[src/rtl/gmh_pkg.sv]
`timescale 1ns/1ps
package gmh_pkg;
    // direction of the triangular dither
    typedef enum logic {
        HOP_RISE = 1'b0,
        HOP_FALL = 1'b1
    } hop_dir_e;

    // fractional bits of the maximum-duty ratio
    localparam int DUTY_FRAC_W = 7;
endpackage

[src/rtl/gmh_rate_map.sv]
`timescale 1ns/1ps
// Maps the feedback code and the next dither value to the next period,
// its maximum-duty point and the dither step divider.
module gmh_rate_map #(
    parameter int FB_W        = 8,
    parameter int CNT_W       = 9,
    parameter int HOP_W       = 4,
    parameter int DIV_W       = 3,
    parameter int FB_NORM     = 144,
    parameter int FB_GREEN    = 112,
    parameter int PER_NORM    = 100,
    parameter int PER_GREEN   = 295,
    parameter int DEPTH_NORM  = 6,
    parameter int DEPTH_GREEN = 19,
    parameter int DIV_NORM    = 2,
    parameter int DIV_GREEN   = 5,
    parameter int HOP_SHIFT   = 2,
    parameter int DUTY_NUM    = 114
) (
    input  logic [FB_W-1:0]         fb_i,
    input  logic signed [HOP_W-1:0] hop_i,
    output logic [CNT_W-1:0]        period_o,
    output logic [CNT_W-1:0]        duty_o,
    output logic [DIV_W-1:0]        div_o
);
    import gmh_pkg::*;

    localparam int GSPAN = FB_NORM - FB_GREEN;

    always_comb begin
        int fb_v;
        int g_v;
        int base_v;
        int depth_v;
        int div_v;
        int off_v;
        int per_v;
        int duty_v;

        fb_v = int'(fb_i);
        if (fb_v > FB_NORM) begin
            fb_v = FB_NORM;
        end
        // green interpolation position, 0 = normal, GSPAN = green floor
        if (fb_v <= FB_GREEN) begin
            g_v = GSPAN;
        end else begin
            g_v = FB_NORM - fb_v;
        end
        base_v  = PER_NORM   + ((PER_GREEN   - PER_NORM)   * g_v) / GSPAN;
        depth_v = DEPTH_NORM + ((DEPTH_GREEN - DEPTH_NORM) * g_v) / GSPAN;
        div_v   = DIV_NORM   + ((DIV_GREEN   - DIV_NORM)   * g_v) / GSPAN;
        off_v   = (int'(hop_i) * depth_v) >>> HOP_SHIFT;
        per_v   = base_v + off_v;
        duty_v  = (per_v * DUTY_NUM) >>> DUTY_FRAC_W;

        period_o = CNT_W'(per_v);
        duty_o   = CNT_W'(duty_v);
        div_o    = DIV_W'(div_v);
    end
endmodule

[src/rtl/gmh_tri_dither.sv]
`timescale 1ns/1ps
// Triangular up/down dither counter advanced once every div_i boundaries.
module gmh_tri_dither #(
    parameter int HOP_SHIFT = 2,
    parameter int HOP_W     = 4,
    parameter int DIV_W     = 3
) (
    input  logic                    clk_i,
    input  logic                    rst_ni,
    input  logic                    tick_i,
    input  logic [DIV_W-1:0]        div_i,
    output logic signed [HOP_W-1:0] hop_nxt_o
);
    import gmh_pkg::*;

    localparam int HOP_AMP = 1 << HOP_SHIFT;

    typedef struct packed {
        logic [HOP_W-1:0] hop;
        hop_dir_e         dir;
        logic [DIV_W-1:0] hd;
    } dith_t;

    dith_t st_d, st_q;

    always_comb begin
        st_d = st_q;
        if (tick_i) begin
            if ((st_q.hd + DIV_W'(1)) >= div_i) begin
                st_d.hd = '0;
                if (st_q.dir == HOP_RISE) begin
                    if (st_q.hop == HOP_W'(HOP_AMP)) begin
                        st_d.hop = st_q.hop - HOP_W'(1);
                        st_d.dir = HOP_FALL;
                    end else begin
                        st_d.hop = st_q.hop + HOP_W'(1);
                    end
                end else begin
                    if (st_q.hop == HOP_W'(-HOP_AMP)) begin
                        st_d.hop = st_q.hop + HOP_W'(1);
                        st_d.dir = HOP_RISE;
                    end else begin
                        st_d.hop = st_q.hop - HOP_W'(1);
                    end
                end
            end else begin
                st_d.hd = st_q.hd + DIV_W'(1);
            end
        end
    end

    always_ff @(posedge clk_i) begin
        if (!rst_ni) begin
            st_q <= '{hop: '0, dir: HOP_RISE, hd: '0};
        end else begin
            st_q <= st_d;
        end
    end

    assign hop_nxt_o = $signed(st_d.hop);

    assert_hop_range_R4: assert property (@(posedge clk_i) disable iff (!rst_ni)
        ($signed(st_q.hop) <= HOP_AMP) && ($signed(st_q.hop) >= -HOP_AMP))
        else $error("dither value out of range");

    assert_hop_unit_step_R4: assert property (@(posedge clk_i) disable iff (!rst_ni)
        1'b1 |=> ((st_q.hop == $past(st_q.hop)) ||
                  (st_q.hop == $past(st_q.hop) + HOP_W'(1)) ||
                  (st_q.hop == $past(st_q.hop) - HOP_W'(1))))
        else $error("dither moved by more than one");

    assert_hop_only_on_tick_R5: assert property (@(posedge clk_i) disable iff (!rst_ni)
        !tick_i |=> $stable(st_q.hop))
        else $error("dither moved away from a boundary");
endmodule

[src/rtl/gmh_burst_gate.sv]
`timescale 1ns/1ps
// Zero-duty burst state with separate entry and exit levels.
module gmh_burst_gate #(
    parameter int FB_W      = 8,
    parameter int FB_STOP   = 96,
    parameter int FB_RESUME = 104
) (
    input  logic            clk_i,
    input  logic            rst_ni,
    input  logic            tick_i,
    input  logic [FB_W-1:0] fb_i,
    output logic            skip_q_o,
    output logic            skip_nxt_o
);
    typedef struct packed {
        logic skip;
    } burst_t;

    burst_t st_d, st_q;

    always_comb begin
        st_d = st_q;
        if (tick_i) begin
            if (fb_i < FB_W'(FB_STOP)) begin
                st_d.skip = 1'b1;
            end else if (fb_i > FB_W'(FB_RESUME)) begin
                st_d.skip = 1'b0;
            end
        end
    end

    always_ff @(posedge clk_i) begin
        if (!rst_ni) begin
            st_q <= '{skip: 1'b0};
        end else begin
            st_q <= st_d;
        end
    end

    assign skip_q_o   = st_q.skip;
    assign skip_nxt_o = st_d.skip;

    assert_band_holds_R7: assert property (@(posedge clk_i) disable iff (!rst_ni)
        (fb_i >= FB_W'(FB_STOP) && fb_i <= FB_W'(FB_RESUME)) |=> $stable(st_q.skip))
        else $error("burst state changed inside the hysteresis band");

    assert_low_enters_R7: assert property (@(posedge clk_i) disable iff (!rst_ni)
        (tick_i && fb_i < FB_W'(FB_STOP)) |=> st_q.skip)
        else $error("burst not entered below the stop level");
endmodule

[src/rtl/gm_hop_timebase.sv]
`timescale 1ns/1ps
// Green-mode hopping PWM timebase: period counter, boundary update and pulses.
module gm_hop_timebase #(
    parameter int FB_W        = 8,
    parameter int FB_NORM     = 144,
    parameter int FB_GREEN    = 112,
    parameter int FB_STOP     = 96,
    parameter int FB_RESUME   = 104,
    parameter int PER_NORM    = 100,
    parameter int PER_GREEN   = 295,
    parameter int DEPTH_NORM  = 6,
    parameter int DEPTH_GREEN = 19,
    parameter int DIV_NORM    = 2,
    parameter int DIV_GREEN   = 5,
    parameter int HOP_SHIFT   = 2,
    parameter int DUTY_NUM    = 114
) (
    input  logic            clk_i,
    input  logic            rst_ni,
    input  logic [FB_W-1:0] fb_code_i,
    output logic            cyc_start_o,
    output logic            duty_end_o,
    output logic            burst_skip_o
);
    import gmh_pkg::*;

    localparam int PER_TOP = (PER_GREEN > PER_NORM) ? PER_GREEN : PER_NORM;
    localparam int DEP_TOP = (DEPTH_GREEN > DEPTH_NORM) ? DEPTH_GREEN : DEPTH_NORM;
    localparam int PER_MAX = PER_TOP + DEP_TOP;
    localparam int CNT_W   = $clog2(PER_MAX + 1);
    localparam int DIV_TOP = (DIV_GREEN > DIV_NORM) ? DIV_GREEN : DIV_NORM;
    localparam int DIV_W   = $clog2(DIV_TOP + 1);
    localparam int HOP_W   = HOP_SHIFT + 2;
    localparam int DUTY_RST = (PER_NORM * DUTY_NUM) >> DUTY_FRAC_W;

    typedef struct packed {
        logic [CNT_W-1:0] cnt;
        logic [CNT_W-1:0] per;
        logic [CNT_W-1:0] duty;
        logic             start;
        logic             dend;
    } tbase_t;

    tbase_t st_d, st_q;

    logic                    tick;
    logic signed [HOP_W-1:0] hop_nxt;
    logic [CNT_W-1:0]        per_new;
    logic [CNT_W-1:0]        duty_new;
    logic [DIV_W-1:0]        div_new;
    logic                    skip_q;
    logic                    skip_nxt;

    assign tick = (st_q.cnt == st_q.per - CNT_W'(1));

    gmh_tri_dither #(
        .HOP_SHIFT (HOP_SHIFT),
        .HOP_W     (HOP_W),
        .DIV_W     (DIV_W)
    ) u_dither (
        .clk_i     (clk_i),
        .rst_ni    (rst_ni),
        .tick_i    (tick),
        .div_i     (div_new),
        .hop_nxt_o (hop_nxt)
    );

    gmh_rate_map #(
        .FB_W        (FB_W),
        .CNT_W       (CNT_W),
        .HOP_W       (HOP_W),
        .DIV_W       (DIV_W),
        .FB_NORM     (FB_NORM),
        .FB_GREEN    (FB_GREEN),
        .PER_NORM    (PER_NORM),
        .PER_GREEN   (PER_GREEN),
        .DEPTH_NORM  (DEPTH_NORM),
        .DEPTH_GREEN (DEPTH_GREEN),
        .DIV_NORM    (DIV_NORM),
        .DIV_GREEN   (DIV_GREEN),
        .HOP_SHIFT   (HOP_SHIFT),
        .DUTY_NUM    (DUTY_NUM)
    ) u_map (
        .fb_i     (fb_code_i),
        .hop_i    (hop_nxt),
        .period_o (per_new),
        .duty_o   (duty_new),
        .div_o    (div_new)
    );

    gmh_burst_gate #(
        .FB_W      (FB_W),
        .FB_STOP   (FB_STOP),
        .FB_RESUME (FB_RESUME)
    ) u_burst (
        .clk_i      (clk_i),
        .rst_ni     (rst_ni),
        .tick_i     (tick),
        .fb_i       (fb_code_i),
        .skip_q_o   (skip_q),
        .skip_nxt_o (skip_nxt)
    );

    always_comb begin
        st_d       = st_q;
        st_d.start = 1'b0;
        st_d.dend  = 1'b0;
        if (tick) begin
            st_d.cnt   = '0;
            st_d.per   = per_new;
            st_d.duty  = duty_new;
            st_d.start = !skip_nxt;
        end else begin
            st_d.cnt  = st_q.cnt + CNT_W'(1);
            st_d.dend = (st_d.cnt == st_q.duty) && !skip_q;
        end
    end

    always_ff @(posedge clk_i) begin
        if (!rst_ni) begin
            st_q <= '{cnt:   CNT_W'(PER_NORM - 1),
                      per:   CNT_W'(PER_NORM),
                      duty:  CNT_W'(DUTY_RST),
                      start: 1'b0,
                      dend:  1'b0};
        end else begin
            st_q <= st_d;
        end
    end

    assign cyc_start_o  = st_q.start;
    assign duty_end_o   = st_q.dend;
    assign burst_skip_o = skip_q;

    assert_count_in_period_R1: assert property (@(posedge clk_i) disable iff (!rst_ni)
        st_q.cnt < st_q.per)
        else $error("period counter beyond period");

    assert_duty_inside_R6: assert property (@(posedge clk_i) disable iff (!rst_ni)
        (st_q.duty != '0) && (st_q.duty < st_q.per))
        else $error("duty point outside period");

    assert_period_frozen_R8: assert property (@(posedge clk_i) disable iff (!rst_ni)
        !tick |=> ($stable(st_q.per) && $stable(st_q.duty)))
        else $error("period changed mid-cycle");

    assert_no_overlap_R9: assert property (@(posedge clk_i) disable iff (!rst_ni)
        !(st_q.start && st_q.dend))
        else $error("start and duty end together");

    assert_single_start_R9: assert property (@(posedge clk_i) disable iff (!rst_ni)
        st_q.start |=> !st_q.start)
        else $error("start pulse wider than one clock");

    assert_quiet_burst_R7: assert property (@(posedge clk_i) disable iff (!rst_ni)
        skip_q |-> (!st_q.start && !st_q.dend))
        else $error("pulse during burst");
endmodule

[config.mk]
export PLATFORM = sky130hd
export DESIGN_NAME = gm_hop_timebase
export DESIGN_NICKNAME = d
export VERILOG_FILES = /design/src/rtl/gmh_pkg.sv /design/src/rtl/gmh_rate_map.sv /design/src/rtl/gmh_tri_dither.sv /design/src/rtl/gmh_burst_gate.sv /design/src/rtl/gm_hop_timebase.sv
export SDC_FILE = /design/constraint.sdc
export NUM_CORES = 1
export LEC_CHECK = 0
export BUFFER_PORTS_ARGS = -buffer_cell sky130_fd_sc_hd__buf_2
export CORE_ASPECT_RATIO = 0.9
export CORE_MARGIN = 2
export CORE_UTILIZATION = 54
export DETAILED_ROUTE_END_ITERATION = 8
export PLACE_DENSITY = 0.71
export SYNTH_ARGS = -nofsm -noshare
export SYNTH_HDL_FRONTEND = slang
export SYNTH_SLANG_ARGS = --single-unit
[constraint.sdc]
create_clock -name clk_i -period 40.2 [get_ports clk_i]
set_input_delay 4.02 -clock clk_i [delete_from_list [all_inputs] [get_ports clk_i]]
set_output_delay 4.02 -clock clk_i [all_outputs]
set_load 0.05 [all_outputs]
### Yosys cells after proc, flatten, opt, wreduce, memory -nomap -nowiden

Index checks and enable logic that the tools add are counted.

| operators by class | value |
|---|---|
| bitwise logic cells | 4 |
| eq/ne operators | 4 |
| multiply operators | 5 |
| muxes and demuxes | 14 |
| order comparisons | 5 |
| reduce and logical (&&, ||, !) cells | 9 |
| add/subtract/negate cells | 13 |

Operators by type and width:

| kind | number |
|---|---|
| adder 32 x 1 -> 32 bit | 2 |
| adder 32 x 30 -> 32 bit | 1 |
| adder 4 x 32 -> 32 bit, first input constant | 1 |
| adder 8 x 32 -> 32 bit, first input constant | 1 |
| multiplier 3 x 32 -> 32 bit, first input constant | 1 |
| multiplier 32 x 7 -> 15 bit, second input constant | 1 |
| multiplier 4 x 32 -> 32 bit | 1 |
| multiplier 5 x 32 -> 32 bit, first input constant | 1 |
| multiplier 9 x 32 -> 32 bit, first input constant | 1 |
| two-way mux 32 bit | 1 |
| equality test 9 bit | 2 |
| two-way mux 8 bit | 2 |
| OR reduction 5 bit | 3 |
| two-way mux 5 bit | 2 |
| adder 9 x 1 -> 9 bit, second input constant | 1 |
| subtractor 8 x 8 -> 9 bit, first input constant | 1 |
| subtractor 9 x 1 -> 9 bit, second input constant | 1 |
| greater-than comparator 8 x 7 -> 1 bit, second input constant | 1 |
| greater-than comparator 8 bit, second input constant | 1 |
| less-or-equal comparator 8 x 7 -> 1 bit, second input constant | 1 |
| less-than comparator 8 x 7 -> 1 bit, second input constant | 1 |
| two-way mux 4 bit | 2 |
| two-way mux 7 bit | 1 |
| two-way mux 1 bit | 5 |
| 15 further kinds | 19 |

| storage, ports and cells | value |
|---|---|
| register bits after elaboration | 38 |
| bits of input ports | 10 |
| output and inout port bits | 3 |
| logic and storage cells | 64 |

### Longest topological paths before layout

Gate-level depths: netlist (run 1).

| logic depth | value |
|---|---|
| depth in word-level cells | 15 |
| mapped depth | 63 |
| depth with buffers taken out | 63 |

### Cells and area by module

From an unflattened synthesis (run 1), not the netlist that was laid out.

| second synthesis, totals | value |
|---|---|
| cells, all modules | 1274 |
| area, all modules | 10772.8 sq um |

Modules (own cells, without submodules):

| module | cells an instance | instances | sequential area each (sq um) | area each (sq um) |
|---|---|---|---|---|
| gmh_rate_map | 1003 | 1 | 0.0 | 8420.6 |
| gm_hop_timebase | 186 | 1 | 580.6 | 1660.3 |
| gmh_tri_dither | 73 | 1 | 160.2 | 599.3 |
| gmh_burst_gate | 12 | 1 | 20.0 | 92.6 |

### Least setup slack after synthesis (run 1)

OpenSTA, ideal clock, no wires.

| timing path | value |
|---|---|
| path type | input port to flip-flop |
| from | in fb_code_i[6] |
| to | reg st_q[10] (netlist bit) |
| stages | 57 |
| library setup time | 0.070 ns |
| setup slack | 23.887 ns |
| buffers on the path | 1 |
| required time | 40.130 ns |
| data arrival time | 16.243 ns |
| path through | o31ai_2 nand2_1 ha_1 a211oi_1 nor2_1 nor3_1 ha_1 ha_1 fa_1 a31oi_1 xnor2_1 ha_1 inv_1 ha_1 xnor2_1 xnor2_1 ha_1 a21o_1 [... 21 more ...] inv_1 ha_1 inv_1 fa_1 inv_1 ha_1 inv_1 fa_1 xnor2_1 xnor2_1 xnor2_1 xnor2_1 xnor2_1 xor2_1 xnor2_1 xnor2_2 xnor3_1 a21oi_1 |

| between the ends | value |
|---|---|
| cells in the longest elaborated chain, start to end | 15 |
| elaborated cells on any way between the ends | 26 |
| classes of those cells | add/sub (8); mul (5); order compare (3); mux (4); bitwise (3); reduce/logical (3) |

Ends and longest elaborated chain:

| element | line | source |
|---|---|---|
| start: declaration | gm_hop_timebase.sv:20 | `input logic [FB_W-1:0] fb_code_i,` |
| greater-than comparator 8 bit | gmh_rate_map.sv:41 | `if (fb_v > FB_NORM) begin` |
| two-way mux 8 bit * | gmh_rate_map.sv:41 |  |
| subtractor 8 x 8 -> 9 bit or less-or-equal comparator 8 x 7 -> 1 bit (tied branches) | gmh_rate_map.sv:48, gmh_rate_map.sv:45 |  |
| two-way mux 32 bit * | gmh_rate_map.sv:45 | `if (fb_v <= FB_GREEN) begin` |
| branches (longest 9 deep; another with multiplier 5 x 32 -> 32 bit) | - |  |
| adder 32 x 30 -> 32 bit * | gmh_rate_map.sv:54 | `per_v = base_v + off_v;` |
| net per_new[8] | gm_hop_timebase.sv:48 | `logic [CNT_W-1:0] per_new;` |
| multiplier 32 x 7 -> 15 bit * | gmh_rate_map.sv:55 | `duty_v = (per_v * DUTY_NUM) >>> DUTY_FRAC_W;` |
| end signal: assignment | gm_hop_timebase.sv:121 | `st_q <= '{cnt: CNT_W'(PER_NORM - 1),` |
| end signal: assignment | gm_hop_timebase.sv:127 | `st_q <= st_d;` |
| end: declaration | gm_hop_timebase.sv:44 | `tbase_t st_d, st_q;` |

Mark *: on every way through the listed nets, which the timed path passes.
A chain may end at the register's enable or synchronous reset.

### Final worst setup path (run 1)

Ends and elaborated chain as after synthesis.

==> summary.md, run 1 <==
| Metric | Value |
|---|---|
| Status | `completed` |
| Worst Hold Launch | `st_q[6]$_SDFFE_PN1N_` |
| Chip width | `132.9 um` |
| Pre-CTS setup slack | `22.53 ns` |
| Final worst-path cycle share | `0.4324` |
| RSZ-0062 raised after global routing | `false` |
| Layout filler cell count | `1362` |
| CP endpoint kind | `flip-flop` |
| WL/cell | `14.61 um` |
| Max_cap viols | `0` |
| Hpwl dp | `14680 um` |
| WP data required | `40.42 ns` |
| Initial Utilization | `0.5511` |
| Worst hold stages | `2` |
| Most used DFF post-synth | `dfxtp_1` |
| Die Y | `120.0 um` |
| Total GRT Usage | `0.2290` |
| Crit path max-delay cell type | `fa_1` |
| Vias in the first global route | `6437` |
| IO buf count | `12` |
| CTS root buf | `clkbuf_16` |
| Final Skew | `0.007730 ns` |
| Routed Antenna Nets | `0` |
| Synth warnings | `0` |
| Storage cell area | `760.7 um2` |
| Via count | `6290` |
| Final hold violations | `0` |
| CP Data Arrival Time | `17.60 ns` |
| Largest net degree at the start of global routing | `37` |
| Fin crit period | `17.38 ns` |
| Reg clk slew, reported paths | `0.07 ns` |
| Final net count | `1205` |
| Grt ovf | `0` |
| Worst-skew pair later-pin latency | `0.29 ns` |
| Area grow syn2layout | `5.822%` |
| CP max FO | `14` |
| Reg-to-reg setup timing slack | `29.22 ns` |
| R2R cell count | `45` |
| HP Class | `reg -> reg` |
| IO Pins | `13` |
| Initial drt markers | `239` |
| Core box area | `0.01466 mm2` |
| CTS Buf Count | `5` |
| Fin cells | `1179` |
| Register bit total from synthesis | `38` |
| PostCTS Resize Cnt | `0` |
| Synth async-reset ratio | `0` |
| Worst Tran Pin Value | `0.8922 ns` |
| Count of hold buffers inserted by post-cts repair | `0` |
| Core Rows | `42` |
| Worst hold endpoint | `st_q[6]$_SDFFE_PN1N_` |
| Inst Count DP | `1171` |
| Setup violators final | `0` |
| Setup TNS | `0 ns` |
| Rel. slew slack | `0.3989` |
| Initial antenna violation count | `0` |
| Final worst setup slack | `22.82 ns` |
| Final Slew Violations | `0` |
| TritonCTS clock tree | `done` |
| Avg Cell Area, Syn | `8.322 um2` |
| Reg-to-Reg Start | `st_q[11]$_SDFFE_PN0N_` |
| Residual DRC | `0` |
| RePlAce Congestion | `0.8626` |
| Clock Sinks | `38` |
| WHS | `0.4970 ns` |
| Die area | `0.01596 mm2` |
| Layout cells sized above 1 | `0.04791` |
| Post-CTS Setup Inserts | `0` |
| Sequential area share after synthesis | `0.09415` |
| Diode count | `0` |
| TritonRoute pass-1 iters | `4` |
| Slowest stage delay, CP | `0.51 ns` |
| Crit start category | `primary input` |
| EDFF count, synth | `0` |
| Final wirelength | `17230 um` |
| CTS Buffer Depth | `2` |
| Setup CP Type | `in -> reg` |
| Netlist cell types | `72` |
| Via density per instance | `5.335` |
| RR Endpoint | `st_q[10]$_SDFFE_PN0N_` |
| Synth Instances | `971` |
| H-Tree Level Count | `2` |
| Footprint of the multi-input gates | `0.006688 mm2` |
| F_max | `0.05753 GHz` |
| Mapped cell area | `0.008080 mm2` |
| First-pass GRT wire length | `29830 um` |
[sequential cells by signal, indices dropped and copies added, names as in the netlist]
signal	count
cyc_start_o	1
st_q	27
u_burst.skip_q_o	1
duty_end_o	1
u_dither.st_q	8
[critical path, delay by kind of cell]
family / cells / cell delay, ns
buffers and inverters: 8 / 0.86
adders and majority gates: 18 / 6.14
xor gates and xnor gates: 14 / 2.81
and+or+nand+nor: 7 / 1.21
AOI/OAI and AO/OA: 10 / 2.34
muxes: 1 / 0.20
[through the flow]
stage          cell area [um2]    util
3_3_place_gp              8357  0.5700
5_1_grt                   8551  0.5832
4_1_cts                   8551  0.5832
2_1_floorplan             8092       -
6_report                  8551  0.5832
3_5_place_dp              8357  0.5700
[synthesized netlist by cell type, drive strengths merged, types with 6 or more instances]
master  instances  area (um2)
inv           156       585.6
ha            151        1889
nor2           78       292.8
nand2          72       275.3
fa             64        1281
xnor2          62       550.5
xor2           42       375.4
dfxtp          38       760.7
o21ai          33       165.2
a21oi          31       162.7
and2           25       156.4
nand3          19       95.09
nor2b          18       112.6
a21o           15       112.6
clkbuf         15       57.55
nand2b         13       81.33
nor3           13       86.34
or2            10       62.56
o211ai          9       67.56
a21boi          8       63.81
o21bai          8       60.06
o21a            7       52.55
a31oi           6       37.54
and3            6       37.54
mux2i           6       60.06
[area by class of cell]
type                       instances  share of cell area
clock buffer                       5             0.01463
inverter                         156             0.06848
tap                              198             0.02897
clock inverter                     3            0.008048
multi-input combinational        765              0.7821
timing repair buffer              14            0.008780
sequential                        38             0.08897
[metal layers]
metal | share of wire | vias up | global-route usage
met5 | 0 | - | 0
met3 | 0.033 | 28 | 0.01521
met1 | 0.46 | 2948 | 0.2969
li1 | - | 3228 | -
met2 | 0.48 | 86 | 0.4103
met4 | 0.025 | 0 | 0.06788
[logic make-up (layout without fill, tap and decap cells)]
family	after synthesis	in the layout	synth area share
other cells	2	5	0.0009294
fa+ha+maj	215	215	0.3924
simple gates	281	281	0.1728
compound gates	151	151	0.1312
xor+xnor	106	106	0.1202
flops	38	38	0.09415
mux	7	7	0.008826
buf+inv	171	178	0.07959
[worst max-delay path by stage]
stage / start / endpoint / depth (start not counted)
final: fb_code_i[6] / st_q[10]$_SDFFE_PN0N_ / 58
after global placement: fb_code_i[6] / st_q[10]$_SDFFE_PN0N_ / 58
after floorplan: fb_code_i[6] / st_q[10]$_SDFFE_PN0N_ / 57
after global routing: fb_code_i[6] / st_q[10]$_SDFFE_PN0N_ / 58
after detailed placement: fb_code_i[6] / st_q[10]$_SDFFE_PN0N_ / 58
after CTS: fb_code_i[6] / st_q[10]$_SDFFE_PN0N_ / 58
[cell usage in the layout, fill, tap and decap left out, drive strengths merged, types with 6 or more instances in the layout]
| cell type | netlist | routed |
|---|---|---|
| a21boi | 8 | 8 |
| a21o | 15 | 15 |
| a21oi | 31 | 31 |
| a31oi | 6 | 6 |
| and2 | 25 | 25 |
| and3 | 6 | 6 |
| buf | 0 | 14 |
| dfxtp | 38 | 38 |
| fa | 64 | 64 |
| ha | 151 | 151 |
| inv | 156 | 156 |
| mux2i | 6 | 6 |
| nand2 | 72 | 72 |
| nand2b | 13 | 13 |
| nand3 | 19 | 19 |
| nor2 | 78 | 78 |
| nor2b | 18 | 18 |
| nor3 | 13 | 13 |
| o211ai | 9 | 9 |
| o21a | 7 | 7 |
| o21ai | 33 | 33 |
| o21bai | 8 | 8 |
| or2 | 10 | 10 |
| xnor2 | 62 | 62 |
| xor2 | 42 | 42 |
Power of run 1 is not shown: default switching activity piles up to over one toggle a cycle in this logic, so the estimate is an artifact.
==> run 2: changes to the inputs <==
--- a/config.mk
+++ b/config.mk
@@ -5,12 +5,13 @@
 export SDC_FILE = /design/constraint.sdc
 export NUM_CORES = 1
 export LEC_CHECK = 0
+export ABC_AREA = 1
 export BUFFER_PORTS_ARGS = -buffer_cell sky130_fd_sc_hd__buf_2
 export CORE_ASPECT_RATIO = 0.9
 export CORE_MARGIN = 2
 export CORE_UTILIZATION = 54
 export DETAILED_ROUTE_END_ITERATION = 8
-export PLACE_DENSITY = 0.71
+export PLACE_DENSITY = 0.74
 export SYNTH_ARGS = -nofsm -noshare
 export SYNTH_HDL_FRONTEND = slang
 export SYNTH_SLANG_ARGS = --single-unit
==> constraint.sdc (replaced) <==
create_clock -name clk_i -period 14 [get_ports clk_i]
set_input_delay 1.4 -clock clk_i [delete_from_list [all_inputs] [get_ports clk_i]]
set_output_delay 1.4 -clock clk_i [all_outputs]
set_load 0.05 [all_outputs]
==> run 2 against run 1 <==
Count of clock-buffer cells in the layout is 2 higher. Largest cell class unchanged. Global-route usage is 1.9 points higher. Synthesized cell count is 26% higher.
==> summary.md, run 2 <==
| Metric | Value |
|---|---|
| Status | `completed (unchanged)` |
| Crit start category | `primary input (unchanged)` |
| Layout filler cell count | `1401 (was 1362)` |
| Register bit total from synthesis | `38 (unchanged)` |
| CTS root buf | `clkbuf_16 (unchanged)` |
| Storage cell area | `760.7 um2 (unchanged)` |
| Diode count | `0 (unchanged)` |
| Total GRT Usage | `0.2476 (was 0.2290)` |
| CTS Buffer Depth | `2 (unchanged)` |
| Count of hold buffers inserted by post-cts repair | `0 (unchanged)` |
| Via density per instance | `5.237 (was 5.335)` |
| Chip width | `137.7 um (was 132.9 um)` |
| Avg Cell Area, Syn | `7.122 um2 (was 8.322 um2)` |
| Crit path max-delay cell type | `fa_1 (unchanged)` |
| EDFF count, synth | `0 (unchanged)` |
| HP Class | `reg -> reg (unchanged)` |
| Slowest stage delay, CP | `0.52 ns (was 0.51 ns)` |
| Post-synth top area cell | `ha_1 (unchanged)` |
| Most used cell, CP | `inv_1` |
| Rel. slew slack | `0.3917 (was 0.3989)` |
| Final wirelength | `20510 um (was 17230 um)` |
| Fin crit period | `13.22 ns` |
| Synth async-reset ratio | `0 (unchanged)` |
| Worst hold endpoint | `st_q[9]$_SDFFE_PN0N_ (was st_q[6]$_SDFFE_PN1N_)` |
| Reg clk slew, reported paths | `0.06 ns (was 0.07 ns)` |
| TritonRoute pass-1 iters | `5 (was 4)` |
| Die Y | `124.3 um (was 120.0 um)` |
| Worst hold stages | `2 (unchanged)` |
| Die area | `0.01711 mm2 (was 0.01596 mm2)` |
| Synth Instances | `1219 (was 971)` |
| Vias in the first global route | `7440 (was 6437)` |
| Initial drt markers | `434 (was 239)` |
| Mapped cell area | `0.008682 mm2 (was 0.008080 mm2)` |
| Worst Hold Launch | `st_q[9]$_SDFFE_PN0N_ (was st_q[6]$_SDFFE_PN1N_)` |
| Reg with most FFs | `st_q (unchanged)` |
| Layout cells sized above 1 | `0.1029 (was 0.04791)` |
| WP data required | `14.18 ns (was 40.42 ns)` |
| Final Skew | `0.01004 ns (was 0.007730 ns)` |
| Final hold violations | `0 (unchanged)` |
| RR Endpoint | `st_q[10]$_SDFFE_PN0N_ (unchanged)` |
| Reg-to-Reg Start | `u_dither.st_q[0]$_SDFFE_PN0N_ (was st_q[11]$_SDFFE_PN0N_)` |
| Worst Tran Pin Value | `0.9091 ns (was 0.8922 ns)` |
| Largest register FFs | `27 (unchanged)` |
| Core box area | `0.01555 mm2 (was 0.01466 mm2)` |
| Routed Antenna Nets | `0 (unchanged)` |
| Residual DRC | `0 (unchanged)` |
| F_max | `0.07563 GHz` |
| Initial Utilization | `0.5584 (was 0.5511)` |
| Core Rows | `43 (was 42)` |
| Largest regs | `st_q: 27 flops, u_dither.st_q: 8 flops (unchanged)` |
| Final Slew Violations | `0 (unchanged)` |
| Most frequent cells in the layout | `inv_1, nand2_1, ha_1 (was inv_1, ha_1, nor2_1)` |
| Via count | `7625 (was 6290)` |
| Hpwl dp | `17070 um (was 14680 um)` |
| Synth warnings | `0 (unchanged)` |
| TritonCTS clock tree | `done (unchanged)` |
| Setup CP Type | `in -> reg (unchanged)` |
| Grt ovf | `0 (unchanged)` |
| CP Data Arrival Time | `13.41 ns (was 17.60 ns)` |
| Clock Sinks | `38 (unchanged)` |
| Top cells by area, synth | `ha_1, fa_1, inv_1 (was ha_1, fa_1, dfxtp_1)` |
| Reg-to-reg setup timing slack | `4.69 ns (was 29.22 ns)` |
| Final worst-path cycle share | `0.9445` |
| Worst-skew pair later-pin latency | `0.28 ns (was 0.29 ns)` |
| Sequential area share after synthesis | `0.08762 (was 0.09415)` |
| CP endpoint kind | `flip-flop (unchanged)` |
| First-pass GRT wire length | `34640 um (was 29830 um)` |
| R2R cell count | `54 (was 45)` |
| Footprint of the multi-input gates | `0.007077 mm2 (was 0.006688 mm2)` |
| Setup TNS | `0 ns (unchanged)` |
| Netlist cell types | `55 (was 72)` |
| Setup violators final | `0 (unchanged)` |
| Area grow syn2layout | `9.771% (was 5.822%)` |
| Most frequent cells after synthesis | `inv_1, nand2_1, ha_1, nor2_1, nand3_1 (was inv_1, ha_1, nor2_1, nand2_1, fa_1)` |
| Share of the synthesized area in the top cell type | `0.2176 (was 0.2338)` |
| Most used DFF post-synth | `dfxtp_1 (unchanged)` |
| RePlAce Congestion | `0.9029 (was 0.8626)` |
| Most frequent cell after synthesis | `inv_1 (unchanged)` |
| IO Pins | `13 (unchanged)` |
| Max_cap viols | `0 (unchanged)` |
| Final net count | `1478 (was 1205)` |
| Final instance area | `0.009530 mm2 (was 0.008551 mm2)` |
| Largest net degree at the start of global routing | `17 (was 37)` |
| Initial antenna violation count | `0 (unchanged)` |
| H-Tree Level Count | `2 (unchanged)` |
| CP max FO | `8 (was 14)` |
| DP Area | `0.009045 mm2 (was 0.008357 mm2)` |
| WL/cell | `14.08 um (was 14.61 um)` |
| Most common cell after layout, fill and taps aside | `inv_1 (unchanged)` |
| CTS Buf Count | `5 (unchanged)` |
| IO buf count | `12 (unchanged)` |
-- run 2: changes by cell type after synthesis, moves of 23 or more --
cell,previous run,this run
and2_1,25,1
nand3_1,19,65
xor2_1,41,64
nand2_1,70,214
xnor2_1,61,18
inv_1,155,271
a21oi_1,29,56
-- run 2: worst max-delay path by stage --
| stage | startpoint | endpoint | slack, ns | cells after the start |
|---|---|---|---|---|
| 2_1_floorplan | fb_code_i[4] | st_q[10]$_SDFFE_PN0N_ | 0.58 | 75 |
| 3_3_place_gp | fb_code_i[4] | st_q[10]$_SDFFE_PN0N_ | 0.09 | 77 |
| 3_5_place_dp | fb_code_i[4] | st_q[10]$_SDFFE_PN0N_ | -0.43 | 78 |
| 4_1_cts | fb_code_i[4] | st_q[10]$_SDFFE_PN0N_ | 0.01 | 78 |
| 5_1_grt | fb_code_i[4] | st_q[10]$_SDFFE_PN0N_ | -0.06 | 79 |
| 6_report | fb_code_i[4] | st_q[10]$_SDFFE_PN0N_ | 0.78 | 79 |
-- run 2: kinds of logic (layout without fill, tap and decap cells) --
group / Yosys count / in the layout / synth area share
flops: 38 / 38 / 0.08762
simple gates: 453 / 453 / 0.2382
other cells: 2 / 5 / 0.0008650
compound gates: 141 / 141 / 0.09785
fa+ha+maj: 215 / 215 / 0.3652
buf+inv: 287 / 319 / 0.1249
xor+xnor: 83 / 83 / 0.08531
-- run 2: what timing repair did --
| action | in CTS | in global routing |
|---|---|---|
| buffers inserted | 0 | 10 |
| pin swaps | 0 | 13 |
| endpoints found under the setup margin | 1 | 5 |
| gates resized for setup | 2 | 47 |
-- run 2: per-stage QoR --
step / utilization / hold WS (ns) / cells / setup slack, ns
detailed placement: 0.5817 / 0.4681 / 1438 / -0.4307
floorplan: - / 0.4413 / 1222 / 0.5849
global route: 0.6129 / 0.5118 / 1456 / -0.06469
global placement: 0.5817 / 0.4632 / 1438 / 0.09412
CTS: 0.5925 / 0.4871 / 1446 / 0.01476
finish: 0.6129 / 0.4813 / 1456 / 0.7770
-- run 2: worst max-delay path: cells and delay by family --
family,cells,cell delay [ns]
AOI/OAI and AO/OA,12,1.94
xor gates and xnor gates,4,0.66
adders and majority gates,19,5.95
buffers and inverters,20,1.44
and+or+nand+nor,24,2.01
-- run 2: cell type report --
| type | instances | share of cell area |
|---|---|---|
| multi-input cells | 897 | 0.7425 |
| inverters | 280 | 0.1111 |
| flip-flops and latches | 38 | 0.07982 |
| well taps | 202 | 0.02652 |
| repair buffers | 31 | 0.02297 |
| clock buffers | 7 | 0.01392 |
| clock inverters | 1 | 0.003151 |
-- run 2: routing by layer --
layer	track usage	vias up	wire length, um
li1	-	3911	-
met1	0.3652	3499	9967
met2	0.3889	183	9104
met3	0.01994	32	984
met4	0.06367	0	449
met5	0	-	0
Power of run 2 is left out for the same reason.
==> run 3: changes to the inputs <==
--- a/config.mk
+++ b/config.mk
@@ -11,7 +11,7 @@
 export CORE_MARGIN = 2
 export CORE_UTILIZATION = 54
 export DETAILED_ROUTE_END_ITERATION = 8
-export PLACE_DENSITY = 0.74
+export PLACE_DENSITY = 0.71
 export SYNTH_ARGS = -nofsm -noshare
 export SYNTH_HDL_FRONTEND = slang
 export SYNTH_SLANG_ARGS = --single-unit
==> constraint.sdc (replaced) <==
create_clock -name clk_i -period 13.5 [get_ports clk_i]
set_input_delay 1.35 -clock clk_i [delete_from_list [all_inputs] [get_ports clk_i]]
set_output_delay 1.35 -clock clk_i [all_outputs]
set_load 0.05 [all_outputs]
==> run 3 against run 2 <==
Clock skew about the same. Global-route usage up 0.16 points. Count of clock-buffer cells in the layout down 1. Wire length up 0.72%. Register-to-register slack worse by 0.47 ns.
==> summary.md, run 3 (synthesized netlist as in run 2, its figures left out) <==
| Metric | Value |
|---|---|
| Worst hold stages | `1 (was 2)` |
| Final wirelength | `20650 um (was 20510 um)` |
| Final Slew Violations | `0 (unchanged)` |
| Reg clk slew, reported paths | `0.06 ns (about the same)` |
| Initial antenna violation count | `0 (unchanged)` |
| Layout filler cell count | `1431 (was 1401)` |
| Core Rows | `43 (unchanged)` |
| IO buf count | `12 (unchanged)` |
| Count of hold buffers inserted by post-cts repair | `0 (unchanged)` |
| WHS | `0.4836 ns (was 0.4813 ns)` |
| Worst-skew pair later-pin latency | `0.28 ns (about the same)` |
| Hpwl dp | `17480 um (was 17070 um)` |
| CP endpoint kind | `flip-flop (unchanged)` |
| CTS Buffer Depth | `2 (unchanged)` |
| Final net count | `1500 (was 1478)` |
| Die area | `0.01711 mm2 (unchanged)` |
| Fin crit period | `12.91 ns` |
| TritonRoute pass-1 iters | `5 (unchanged)` |
| Largest regs | `st_q: 27 flops, u_dither.st_q: 8 flops (unchanged)` |
| Max_cap viols | `0 (unchanged)` |
| Storage cell area | `760.7 um2 (unchanged)` |
| Footprint of the multi-input gates | `0.007189 mm2 (was 0.007077 mm2)` |
| Die Y | `124.3 um (unchanged)` |
| Total GRT Usage | `0.2492 (was 0.2476)` |
| F_max | `0.07745 GHz` |
| Grt ovf | `0 (unchanged)` |
| Number of buffers and inverters on the critical path | `18 (was 20)` |
| Worst Tran Pin Value | `0.8349 ns (was 0.9091 ns)` |
| Worst hold endpoint | `u_dither.st_q[1]$_SDFFE_PN0N_ (was st_q[9]$_SDFFE_PN0N_)` |
| CP Data Arrival Time | `13.09 ns (was 13.41 ns)` |
| CTS Buf Count | `5 (unchanged)` |
| WL/cell | `13.97 um (was 14.08 um)` |
| Crit path max-delay cell type | `fa_1 (unchanged)` |
| Setup violators final | `0 (unchanged)` |
| Area grow syn2layout | `12.70% (was 9.771%)` |
| Slowest stage delay, CP | `0.55 ns (was 0.52 ns)` |
| Fin cells | `1478 (was 1456)` |
| Most used cell, CP | `inv_1 (unchanged)` |
| Routed Antenna Nets | `0 (unchanged)` |
| Residual DRC | `0 (unchanged)` |
| Largest register FFs | `27 (unchanged)` |
| Initial Utilization | `0.5584 (unchanged)` |
| Reg with most FFs | `st_q (unchanged)` |
| Largest net degree at the start of global routing | `17 (unchanged)` |
| CP startpoint | `fb_code_i[3] (was fb_code_i[4])` |
| Most common cell after layout, fill and taps aside | `inv_1 (unchanged)` |
| RePlAce Congestion | `0.8756 (was 0.9029)` |
| WP data required | `13.68 ns (was 14.18 ns)` |
| Via density per instance | `5.137 (was 5.237)` |
| Rel. slew slack | `0.4413 (was 0.3917)` |
| Reg-to-reg setup timing slack | `4.22 ns (was 4.69 ns)` |
| First-pass GRT wire length | `34800 um (was 34640 um)` |
| Diode count | `0 (unchanged)` |
| Most frequent cells in the layout | `inv_1, nand2_1, ha_1 (unchanged)` |
| Layout cells sized above 1 | `0.1348 (was 0.1029)` |
| Core box area | `0.01555 mm2 (unchanged)` |
| Setup CP Type | `in -> reg (unchanged)` |
| Status | `completed (unchanged)` |
| R2R cell count | `54 (unchanged)` |
| Chip width | `137.7 um (unchanged)` |
| Vias in the first global route | `7343 (was 7440)` |
| TritonCTS clock tree | `done (unchanged)` |
| Final hold violations | `0 (unchanged)` |
| CTS root buf | `clkbuf_16 (unchanged)` |
| CP delay by family, top | `adder cells (unchanged)` |
| Inst Count DP | `1466 (was 1438)` |
| IO Pins | `13 (unchanged)` |
| Final worst-path cycle share | `0.9565` |
| Clock Sinks | `38 (unchanged)` |
| Via count | `7592 (was 7625)` |
| RR Endpoint | `st_q[10]$_SDFFE_PN0N_ (unchanged)` |
| Worst Hold Launch | `u_dither.st_q[1]$_SDFFE_PN0N_ (was st_q[9]$_SDFFE_PN0N_)` |
| H-Tree Level Count | `2 (unchanged)` |
| Initial drt markers | `447 (was 434)` |
| Reg-to-Reg Start | `u_dither.st_q[0]$_SDFFE_PN0N_ (unchanged)` |
| Crit start category | `primary input (unchanged)` |
| CP max FO | `8 (unchanged)` |
| HP Class | `reg -> reg (unchanged)` |
| Final Skew | `0.009807 ns (was 0.01004 ns)` |
[run 3: area by class of cell]
class,instances,area share
clock buffers,6,0.01419
clock inverters,2,0.001279
inverters,280,0.1079
multi-input cells,897,0.7348
flip-flops and latches,38,0.07775
well taps,202,0.02583
repair buffers,53,0.03824
[run 3: per-layer routing]
metal | wire length (um) | global-route usage | vias up
li1 | - | - | 3954
met1 | 10460 | 0.3785 | 3491
met2 | 9197 | 0.3942 | 129
met3 | 777 | 0.01709 | 18
met4 | 215 | 0.03639 | 0
met5 | 0 | 0 | -
[run 3: worst max path at each step]
stage | endpoint | cells past startpoint | slack [ns]
floorplan | st_q[10]$_SDFFE_PN0N_ | 75 | 0.13
global placement | st_q[10]$_SDFFE_PN0N_ | 74 | 0.07
detailed placement | st_q[10]$_SDFFE_PN0N_ | 76 | -0.33
CTS | st_q[10]$_SDFFE_PN0N_ | 72 | 0.03
global route | st_q[10]$_SDFFE_PN0N_ | 72 | -0.13
finish | st_q[10]$_SDFFE_PN0N_ | 74 | 0.59
[run 3: timing repair]
item                                    CTS  global route
setup buffers                             0             4
endpoints found under the setup margin    1             6
pin swaps                                 0            27
gates resized for setup                   2            71
[run 3: per-stage QoR]
stage               setup slack (ns)  area [um2]  utilization  setup TNS (ns)
CTS                          0.02714        9415       0.6055               0
detailed placement           -0.3330        9255       0.5952         -0.3583
global route                 -0.1309        9784       0.6293         -0.1889
finish                        0.5878        9784       0.6293               0
floorplan                     0.1349        8693            -               0
global placement             0.07236        9255       0.5952               0
Power of run 3 is left out for the same reason.
